### src/rtl/sram_ctrl_pkg.sv
package sram_ctrl_pkg;

  typedef enum logic [2:0] {
    ST_PWR,
    ST_IDLE,
    ST_WADDR,
    ST_WTURN,
    ST_WDATA,
    ST_RWAIT
  } st_e;

  function automatic int cdiv(input longint num, input longint den);
    return int'((num + den - 1) / den);
  endfunction

  function automatic int imax(input int a, input int b);
    return (a > b) ? a : b;
  endfunction

endpackage

### src/rtl/sram_ctrl_timer.sv
module sram_ctrl_timer #(
  parameter int W       = 4,
  parameter int RST_VAL = 0
) (
  input  logic         clk_i,
  input  logic         rst_ni,
  input  logic         load_i,
  input  logic [W-1:0] val_i,
  output logic         done_o
);
  logic [W-1:0] cnt_q;

  always_ff @(posedge clk_i or negedge rst_ni) begin
    if (!rst_ni)            cnt_q <= W'(RST_VAL);
    else if (load_i)        cnt_q <= val_i;
    else if (cnt_q != '0)   cnt_q <= cnt_q - 1'b1;
  end

  assign done_o = (cnt_q == '0);
endmodule

### src/rtl/sram_ctrl_fsm.sv
module sram_ctrl_fsm
  import sram_ctrl_pkg::*;
#(
  parameter int CW       = 4,
  parameter int ADDR_CYC = 1,
  parameter int TURN_CYC = 1,
  parameter int DATA_CYC = 1,
  parameter int RD_CYC   = 2
) (
  input  logic          clk_i,
  input  logic          rst_ni,
  input  logic          req_valid_i,
  input  logic          req_write_i,
  input  logic          pwr_done_i,
  input  logic          ph_done_i,
  output st_e           st_o,
  output st_e           st_n_o,
  output logic          ld_o,
  output logic [CW-1:0] ld_val_o,
  output logic          accept_o,
  output logic          capture_o
);
  st_e st_q, st_n;

  always_comb begin
    st_n      = st_q;
    ld_o      = 1'b0;
    ld_val_o  = '0;
    accept_o  = 1'b0;
    capture_o = 1'b0;
    unique case (st_q)
      ST_PWR: if (pwr_done_i) st_n = ST_IDLE;
      ST_IDLE: begin
        if (req_valid_i) begin
          accept_o = 1'b1;
          ld_o     = 1'b1;
          if (req_write_i) begin
            st_n     = ST_WADDR;
            ld_val_o = CW'(ADDR_CYC - 1);
          end else begin
            st_n     = ST_RWAIT;
            ld_val_o = CW'(RD_CYC - 1);
          end
        end
      end
      ST_WADDR: if (ph_done_i) begin
        st_n     = ST_WTURN;
        ld_o     = 1'b1;
        ld_val_o = CW'(TURN_CYC - 1);
      end
      ST_WTURN: if (ph_done_i) begin
        st_n     = ST_WDATA;
        ld_o     = 1'b1;
        ld_val_o = CW'(DATA_CYC - 1);
      end
      ST_WDATA: if (ph_done_i) st_n = ST_IDLE;
      ST_RWAIT: if (ph_done_i) begin
        st_n      = ST_IDLE;
        capture_o = 1'b1;
      end
      default: st_n = ST_PWR;
    endcase
  end

  always_ff @(posedge clk_i or negedge rst_ni) begin
    if (!rst_ni) st_q <= ST_PWR;
    else         st_q <= st_n;
  end

  assign st_o   = st_q;
  assign st_n_o = st_n;
endmodule

### src/rtl/sram_ctrl_dp.sv
module sram_ctrl_dp
  import sram_ctrl_pkg::*;
#(
  parameter int AW = 21,
  parameter int DW = 8
) (
  input  logic          clk_i,
  input  logic          rst_ni,
  input  st_e           st_n_i,
  input  logic          accept_i,
  input  logic          capture_i,
  input  logic [AW-1:0] req_addr_i,
  input  logic [DW-1:0] req_wdata_i,
  output logic          rsp_valid_o,
  output logic [DW-1:0] rsp_rdata_o,
  output logic          mem_ce_n_o,
  output logic          mem_ce_o,
  output logic          mem_we_n_o,
  output logic          mem_oe_n_o,
  output logic [AW-1:0] mem_addr_o,
  output logic [DW-1:0] mem_dq_o,
  output logic          mem_dq_oe_o,
  input  logic [DW-1:0] mem_dq_i
);
  logic sel_n, we_n, oe_n, drv_n;

  // pin levels decoded from the next state, then registered
  always_comb begin
    sel_n = (st_n_i == ST_WADDR) || (st_n_i == ST_WTURN) ||
            (st_n_i == ST_WDATA) || (st_n_i == ST_RWAIT);
    we_n  = !((st_n_i == ST_WTURN) || (st_n_i == ST_WDATA));
    oe_n  = (st_n_i == ST_PWR);
    drv_n = (st_n_i == ST_WDATA);
  end

  always_ff @(posedge clk_i or negedge rst_ni) begin
    if (!rst_ni) begin
      mem_ce_n_o  <= 1'b1;
      mem_ce_o    <= 1'b0;
      mem_we_n_o  <= 1'b1;
      mem_oe_n_o  <= 1'b1;
      mem_dq_oe_o <= 1'b0;
    end else begin
      mem_ce_n_o  <= !sel_n;
      mem_ce_o    <= sel_n;
      mem_we_n_o  <= we_n;
      mem_oe_n_o  <= oe_n;
      mem_dq_oe_o <= drv_n;
    end
  end

  always_ff @(posedge clk_i or negedge rst_ni) begin
    if (!rst_ni) begin
      mem_addr_o <= '0;
      mem_dq_o   <= '0;
    end else if (accept_i) begin
      mem_addr_o <= req_addr_i;
      mem_dq_o   <= req_wdata_i;
    end
  end

  // bus input is asynchronous; sampled only after the wait count
  always_ff @(posedge clk_i or negedge rst_ni) begin
    if (!rst_ni) begin
      rsp_valid_o <= 1'b0;
      rsp_rdata_o <= '0;
    end else begin
      rsp_valid_o <= capture_i;
      if (capture_i) rsp_rdata_o <= mem_dq_i;
    end
  end
endmodule

### src/rtl/sram_ctrl.sv
module sram_ctrl
  import sram_ctrl_pkg::*;
#(
  parameter int AW         = 21,
  parameter int DW         = 8,
  parameter int CLK_PS     = 10000,
  parameter int T_PWR_PS   = 1000000000,
  parameter int T_WE_PS    = 7000,
  parameter int T_WC_PS    = 10000,
  parameter int T_SETUP_PS = 5500,
  parameter int T_TURN_PS  = 5000,
  parameter int T_ACC_PS   = 10000,
  parameter int ADDR_CYC   = 1,
  parameter int SYNC_CYC   = 1
) (
  input  logic          clk_i,
  input  logic          rst_ni,
  input  logic          req_valid_i,
  output logic          req_ready_o,
  input  logic          req_write_i,
  input  logic [AW-1:0] req_addr_i,
  input  logic [DW-1:0] req_wdata_i,
  output logic          rsp_valid_o,
  output logic [DW-1:0] rsp_rdata_o,
  output logic          mem_ce_n_o,
  output logic          mem_ce_o,
  output logic          mem_we_n_o,
  output logic          mem_oe_n_o,
  output logic [AW-1:0] mem_addr_o,
  output logic [DW-1:0] mem_dq_o,
  output logic          mem_dq_oe_o,
  input  logic [DW-1:0] mem_dq_i
);
  localparam int TURN_CYC = imax(cdiv(T_TURN_PS, CLK_PS), 1);
  localparam int PWE_CYC  = cdiv(T_WE_PS, CLK_PS);
  localparam int WC_CYC   = cdiv(T_WC_PS, CLK_PS);
  localparam int DATA_CYC = imax(imax(cdiv(T_SETUP_PS, CLK_PS), PWE_CYC - TURN_CYC),
                                 imax(WC_CYC - ADDR_CYC - TURN_CYC, 1));
  localparam int RD_CYC   = cdiv(T_ACC_PS, CLK_PS) + SYNC_CYC;
  localparam int PWR_CYC  = imax(cdiv(T_PWR_PS, CLK_PS), 1);
  localparam int PH_MAX   = imax(imax(ADDR_CYC, TURN_CYC), imax(DATA_CYC, RD_CYC));
  localparam int CW       = $clog2(PH_MAX + 1);
  localparam int PW       = $clog2(PWR_CYC + 1);

  st_e           st, st_n;
  logic          ld, accept, capture, ph_done, pwr_done;
  logic [CW-1:0] ld_val;

  sram_ctrl_timer #(.W(PW), .RST_VAL(PWR_CYC - 1)) u_pwr_tmr (
    .clk_i, .rst_ni, .load_i(1'b0), .val_i('0), .done_o(pwr_done)
  );

  sram_ctrl_timer #(.W(CW), .RST_VAL(0)) u_ph_tmr (
    .clk_i, .rst_ni, .load_i(ld), .val_i(ld_val), .done_o(ph_done)
  );

  sram_ctrl_fsm #(
    .CW(CW), .ADDR_CYC(ADDR_CYC), .TURN_CYC(TURN_CYC),
    .DATA_CYC(DATA_CYC), .RD_CYC(RD_CYC)
  ) u_fsm (
    .clk_i, .rst_ni, .req_valid_i, .req_write_i,
    .pwr_done_i(pwr_done), .ph_done_i(ph_done),
    .st_o(st), .st_n_o(st_n), .ld_o(ld), .ld_val_o(ld_val),
    .accept_o(accept), .capture_o(capture)
  );

  sram_ctrl_dp #(.AW(AW), .DW(DW)) u_dp (
    .clk_i, .rst_ni, .st_n_i(st_n), .accept_i(accept), .capture_i(capture),
    .req_addr_i, .req_wdata_i, .rsp_valid_o, .rsp_rdata_o,
    .mem_ce_n_o, .mem_ce_o, .mem_we_n_o, .mem_oe_n_o, .mem_addr_o,
    .mem_dq_o, .mem_dq_oe_o, .mem_dq_i
  );

  assign req_ready_o = (st == ST_IDLE);
endmodule

### config.mk
export PLATFORM = sky130hd
export DESIGN_NAME = sram_ctrl
export DESIGN_NICKNAME = d
export VERILOG_FILES = /design/src/rtl/sram_ctrl_pkg.sv /design/src/rtl/sram_ctrl_timer.sv /design/src/rtl/sram_ctrl_fsm.sv /design/src/rtl/sram_ctrl_dp.sv /design/src/rtl/sram_ctrl.sv
export SDC_FILE = /design/constraint.sdc
export NUM_CORES = 1
export LEC_CHECK = 0
export BUFFER_PORTS_ARGS = -buffer_cell sky130_fd_sc_hd__buf_4
export CAP_MARGIN = 20
export CORE_ASPECT_RATIO = 0.9
export CORE_MARGIN = 2
export CORE_UTILIZATION = 52
export CTS_CLUSTER_SIZE = 16
export DETAILED_ROUTE_END_ITERATION = 16
export PLACE_DENSITY = 0.92
export SETUP_SLACK_MARGIN = 0.05
export SLEW_MARGIN = 10
export SYNTH_ARGS = -nofsm -noshare
export SYNTH_HDL_FRONTEND = slang
export SYNTH_HIERARCHICAL = 1
export SYNTH_SLANG_ARGS = --single-unit
### constraint.sdc
create_clock -name clk_i -period 2.75 [get_ports clk_i]
set_input_delay 0.275 -clock clk_i [delete_from_list [all_inputs] [get_ports clk_i]]
set_output_delay 0.275 -clock clk_i [all_outputs]
set_load 0.02 [all_outputs]
==> results.cfg, run 1 <==
[layout]
design_area_um2 = 3950
n_fill_cell = 406
diodes = 0
syn_to_final_growth_pct = 31.2
layout-drive-gt1-share = 0.467
nNetsFinal = 389
stdcell_count = 421

[yosys]
syn_area_um2 = 3010
synth_cell_type_count = 51
async_reset_ff_frac = 1.00
synth_area_leader_cell = dfrtp_1
synth_top_area_share = 0.433
ys_top_cells_by_area = dfrtp_1 43%, dfstp_2 11%, mux2_2 10%
synth_top_flop_cell = dfrtp_1
yosysSeqAreaShare = 0.546
synthCells = 242
synth_edf_count = 0
yosysWarnings = 6
syn_avg_cell_area_um2 = 12.4
synth_seq_cells = 65

[sta]
slew_headroom = 0.466
fin_crit_sh = 0.805
finalHoldViolations = 0
finalMaxSlewViolations = 0
holdWs_ns = 0.0150
max_freq_mhz = 452
worst_pin_slew_ns = 0.802
clock_skew_ns = 0.00886
finalSetupViolations = 0
fin_setup_tns_ns = 0
rsz0062_at_grt = false
post-route-min-period_ns = 2.21

[route]
firstDrtPassIters = 4
routed_via_density = 5.14
vias = 2165
ant_nets = 0
drtIter0Drc = 156
wl_per_cell_um = 15.0
drcViolationCount = 0
routed_wl_um = 6300

[global_routing]
grt_use_met1 = 0.244
grt_usage = 0.204
first_global_vias = 2137
grt_max_degree = 66
gr-usage-met2 = 0.343
grt_pass1_wl_um = 10200
top_usage_layer = met2
antenna_found_initial = 0
use_met3 = 0.0661
grt_overflow_total = 0

[setup_path]
max_stage_delay_ns = 0.54
crit_slowest_cell = dfstp_2
start_kind = register
crit_family = simple AND/OR/NAND/NOR gates
path_class = reg2reg
crit_fanout = 4
crit_arrival_ns = 2.46
path_depth = 11
end_kind = register
cp_cell_sequence = inv_1, ha_1, nor4b_1, buf_4, nand2b_1, nor3_2, nor2_1, a31oi_1, o311a_1, nor3b_1, a21oi_1
path_buf_inv = 2
reg2reg_depth = 11
crit_required_ns = 3.00

[cts]
cts_tree = done
cts_inserted_buffers = 9
root_buffer = clkbuf_8
clock-sinks = 65
ctsHoldBuffers = 0
clk_pin_slew_ns = 0.07
clk_path_buf_depth = 2
clk_latency_ns = 0.34
cts.htree.levels = 3
post-cts-setup-buffers = 0
cts_resized = 0

[die]
ios = 85
die_area_um2 = 6410
rows = 26
die_x_um = 84.2
coreArea_um2 = 5630
start_util = 0.534
die_y_um = 76.2

[placement]
place_congestion = 0.820
io_buffer_count = 84
place_area_um2 = 3750
place_inst = 405
hpwl_um = 4420

[job]
cap_violations = 0

[pwr]
p_leak_uw = 0.00177
p_total_uw = 4320
power_frac_comb = 0.443
sw_frac_of_total = 0.360
sequentialPowerShare = 0.376
ir_drop_uv = 715
p_clk_frac = 0.181
p_per_area_nw_per_um2 = 1090
power.net_switching_uw = 1550
p_int_uw = 2770

[worst_hold_path]
hold_class = in2async

[outcome]
status = complete, no violations
==> kinds of logic after synthesis <==
family	Yosys count	synth area share
and+or+nand+nor	72	0.141
DFF	65	0.546
muxes	37	0.151
AOI/OAI and AO/OA	34	0.0824
buffers and inverters	16	0.0275
xor gates and xnor gates	14	0.0408
adders and majority gates	2	0.00832
other	2	0.00250
==> layout by cell type, fill, tap and decap left out, drive strengths merged, types with 3 or more instances in the layout <==
| cell | synthesis | final |
|---|---|---|
| xnor2 | 10 | 10 |
| nand2 | 23 | 23 |
| xor2 | 4 | 4 |
| nor3b | 3 | 3 |
| nor3 | 7 | 7 |
| clkbuf | 4 | 11 |
| a21boi | 4 | 4 |
| o21ai | 5 | 5 |
| nor2 | 13 | 13 |
| buf | 7 | 87 |
| dfrtp | 52 | 52 |
| nor4 | 5 | 5 |
| conb | 2 | 19 |
| nand2b | 5 | 5 |
| mux2 | 37 | 37 |
| a21oi | 3 | 3 |
| inv | 5 | 5 |
| o31ai | 14 | 14 |
| dfstp | 13 | 13 |
==> worst paths after layout <==
path / startpoint / endpoint / slack (ns)
max in group asynchronous: rst_ni / u_fsm/st_o[1] / 2.19
worst min-delay path: rst_ni / u_fsm/st_o[2] / 0.01
min in group clk_i: req_wdata_i[0] / u_dp/mem_dq_o[0] / 0.17
worst max-delay path: u_pwr_tmr/cnt_q[0] / u_dp/mem_we_n_o / 0.54
worst min register to register: u_dp/mem_addr_o[9] / u_dp/mem_addr_o[9] / 0.51
worst max register to register: u_pwr_tmr/cnt_q[0] / u_dp/mem_we_n_o / 0.54
==> layout make-up <==
class | count | area [µm²] | share of cell area
sequential | 65 | 1640 | 0.416
multi-input combinational | 178 | 1350 | 0.342
timing repair buffer | 87 | 653 | 0.165
clock buffer | 11 | 141 | 0.0358
tap | 70 | 87.6 | 0.0222
clock inverter | 5 | 55.1 | 0.0139
inverter | 5 | 18.8 | 0.00475
==> through the flow <==
stage,setup slack [ns],utilization
detailed placement,0.540,0.667
global placement,0.641,0.667
CTS,0.526,0.701
floorplan,0.443,-
finish,0.537,0.701
global route,0.357,0.701
==> power by group through the flow <==
stage,logic (µW),registers [µW],clock network (µW)
after floorplan,847,1970,0
after global placement,1860,1600,0
after detailed placement,1910,1640,0
after CTS,1930,1630,816
after global routing,2040,1680,850
final,1910,1620,783
==> per-layer routing <==
metal	share of wire	wire length, µm
met1	0.42	2620
met2	0.52	3290
met3	0.052	326
met4	0.0089	56
met5	0	0
==> Yosys cell counts, types with 2 or more instances <==
cell       n
or3_1      2
dfstp_2   13
xnor2_1   10
nor3_1     5
nor2_1    13
a21oi_1    3
o31ai_1   13
buf_6      2
nor4_1     4
clkbuf_1   4
buf_2      3
xor2_1     4
ha_1       2
dfrtp_1   52
mux2_2    27
nand2_1   21
nand2b_1   5
a21boi_0   3
mux2_4    10
and3_1     2
nand2_2    2
inv_1      5
conb_1     2
or4_1      2
o21ai_0    4
nor3_2     2
nor3b_1    2
o31a_1     2
==> state kept, by name, summed over array words and instances (netlist names), 2 cells and up <==
signal / flops
u_dp/mem_addr_o: 21
u_dp/mem_dq_o: 8
u_dp/rsp_rdata_o: 8
u_pwr_tmr/cnt_q: 17
u_fsm/st_o: 3
u_ph_tmr/cnt_q: 2
No activity file was read; power rests on OpenSTA's default activity.
==> run 2: changes to the inputs <==
Settings changed: CORE_UTILIZATION 52 to 47, PLACE_DENSITY 0.92 to 0.88.
Clock period 2.75 ns to 1.9 ns, I/O delays scaled along.
==> results.cfg, run 2 (synthesis results as in run 1) <==
[sta]
fin_setup_tns_ns = -0.142
worst_pin_slew_ns = 0.804
rsz0062_at_grt = true
holdWs_ns = 0.0771
max_freq_mhz = 509
fin_crit_sh = 1.03
layout_setup_ws_ns = -0.0659
finalSetupViolations = 3
post-route-min-period_ns = 1.97
finalMaxSlewViolations = 0
finalHoldViolations = 0
clock_skew_ns = 0.00501
slew_headroom = 0.464

[pwr]
ir_drop_uv = 1010
p_total_uw = 6530
p_per_area_nw_per_um2 = 1550
p_leak_uw = 0.00188

[global_routing]
grt_pass1_wl_um = 10300
first_global_vias = 2175
grt_usage = 0.195
grt_overflow_total = 0
grt_max_degree = 66
antenna_found_initial = 0

[layout]
stdcell_count = 454
layout_common_cells = 101 x buf_4, 52 x dfrtp_1, 27 x mux2_2
nNetsFinal = 405
ff_latch_area_um2 = 1640
diodes = 0
design_area_um2 = 4220
syn_to_final_growth_pct = 40.3
largest_reg_flops = 21
top_regs = u_dp/mem_addr_o (21), u_pwr_tmr/cnt_q (17)
n_fill_cell = 467
multi_input_area_um2 = 1450
layout-drive-gt1-share = 0.518
final_common_cell = buf_4
regMostFlops = u_dp/mem_addr_o

[route]
drcViolationCount = 0
drtIter0Drc = 73
vias = 2236
routed_wl_um = 6540
ant_nets = 0
wl_per_cell_um = 14.4
firstDrtPassIters = 4
routed_via_density = 4.93

[worst_hold_path]
hold_class = in2reg
min_from = req_addr_i[10]
hold-path-cell-count = 2

[die]
die_y_um = 79.9
rows = 27
die_area_um2 = 7060
die_x_um = 88.3
start_util = 0.489
coreArea_um2 = 6150
ios = 85

[placement]
hpwl_um = 4470
io_buffer_count = 84
place_area_um2 = 3900
place_congestion = 0.824
place_inst = 431

[setup_path]
reg2reg_depth = 6
max_stage_delay_ns = 0.50
crit_family = simple AND/OR/NAND/NOR gates
timing.rr.start = u_pwr_tmr/cnt_q[0]
cp_cell_sequence = inv_2, ha_4, or4b_4, or4_4, xor2_2, o31ai_2
crit_arrival_ns = 2.22
path_buf_inv = 1
crit_slowest_cell = or4b_4
crit_fanout = 4
critical_path.startpoint = u_pwr_tmr/cnt_q[0]
path_class = reg2reg
crit_required_ns = 2.16
end_kind = register
start_kind = register
path_depth = 6

[cts]
clock-sinks = 65
clk_pin_slew_ns = 0.07
root_buffer = clkbuf_8
clk_path_buf_depth = 2
cts_inserted_buffers = 9
cts_tree = done
clk_latency_ns = 0.34
cts.htree.levels = 3

[outcome]
status = finished with violations
violations = negative setup slack

[job]
cap_violations = 0
run 2: worst paths after layout:
check	slack [ns]	to
min reg2reg	0.51	u_dp/mem_addr_o[15]
max	-0.07	u_pwr_tmr/cnt_q[10]
min	0.08	u_dp/mem_addr_o[10]
max reg2reg	-0.07	u_pwr_tmr/cnt_q[10]
min in group asynchronous	0.48	u_dp/mem_ce_o
max in group asynchronous	0.89	u_dp/mem_addr_o[7]
run 2: final cells by class:
| class | count | share of cell area |
|---|---|---|
| Multi-Input combinational cell | 178 | 0.343 |
| Clock buffer | 13 | 0.0353 |
| Clock inverter | 3 | 0.0154 |
| Timing Repair Buffer | 103 | 0.187 |
| Tap cell | 87 | 0.0258 |
| Inverter | 5 | 0.00445 |
| Sequential cell | 65 | 0.389 |
run 2: report_power, final:
group | switching, µW | total, µW | leakage (µW) | internal (µW)
logic | 1420 | 2900 | 0.00101 | 1480
clock network | 498 | 1270 | 0.000108 | 774
registers | 388 | 2360 | 0.000761 | 1970
total | 2300 | 6530 | 0.00188 | 4230
run 2: routing by layer:
layer  global-route usage  share of wire
met3               0.0651          0.053
met2                0.330           0.52
met5                    0              0
met1                0.224           0.42
met4               0.0848          0.013
run 2: through the flow:
step	util	worst slack, ns
6_report	0.686	-0.0659
3_3_place_gp	0.634	0.0274
4_1_cts	0.674	-0.0476
2_1_floorplan	-	-0.0975
5_1_grt	0.686	-0.145
3_5_place_dp	0.634	-0.0337
run 2: repair_timing:
| action | in CTS | in global routing |
|---|---|---|
| endpoints found under the setup margin | 5 | 12 |
| cloned | 0 | 0 |
| pin swaps | 0 | 4 |
| buffers inserted | 3 | 3 |
| hold endpoints to repair | 52 | 0 |
| resized for setup | 1 | 10 |
| hold buffers | 1 | 0 |
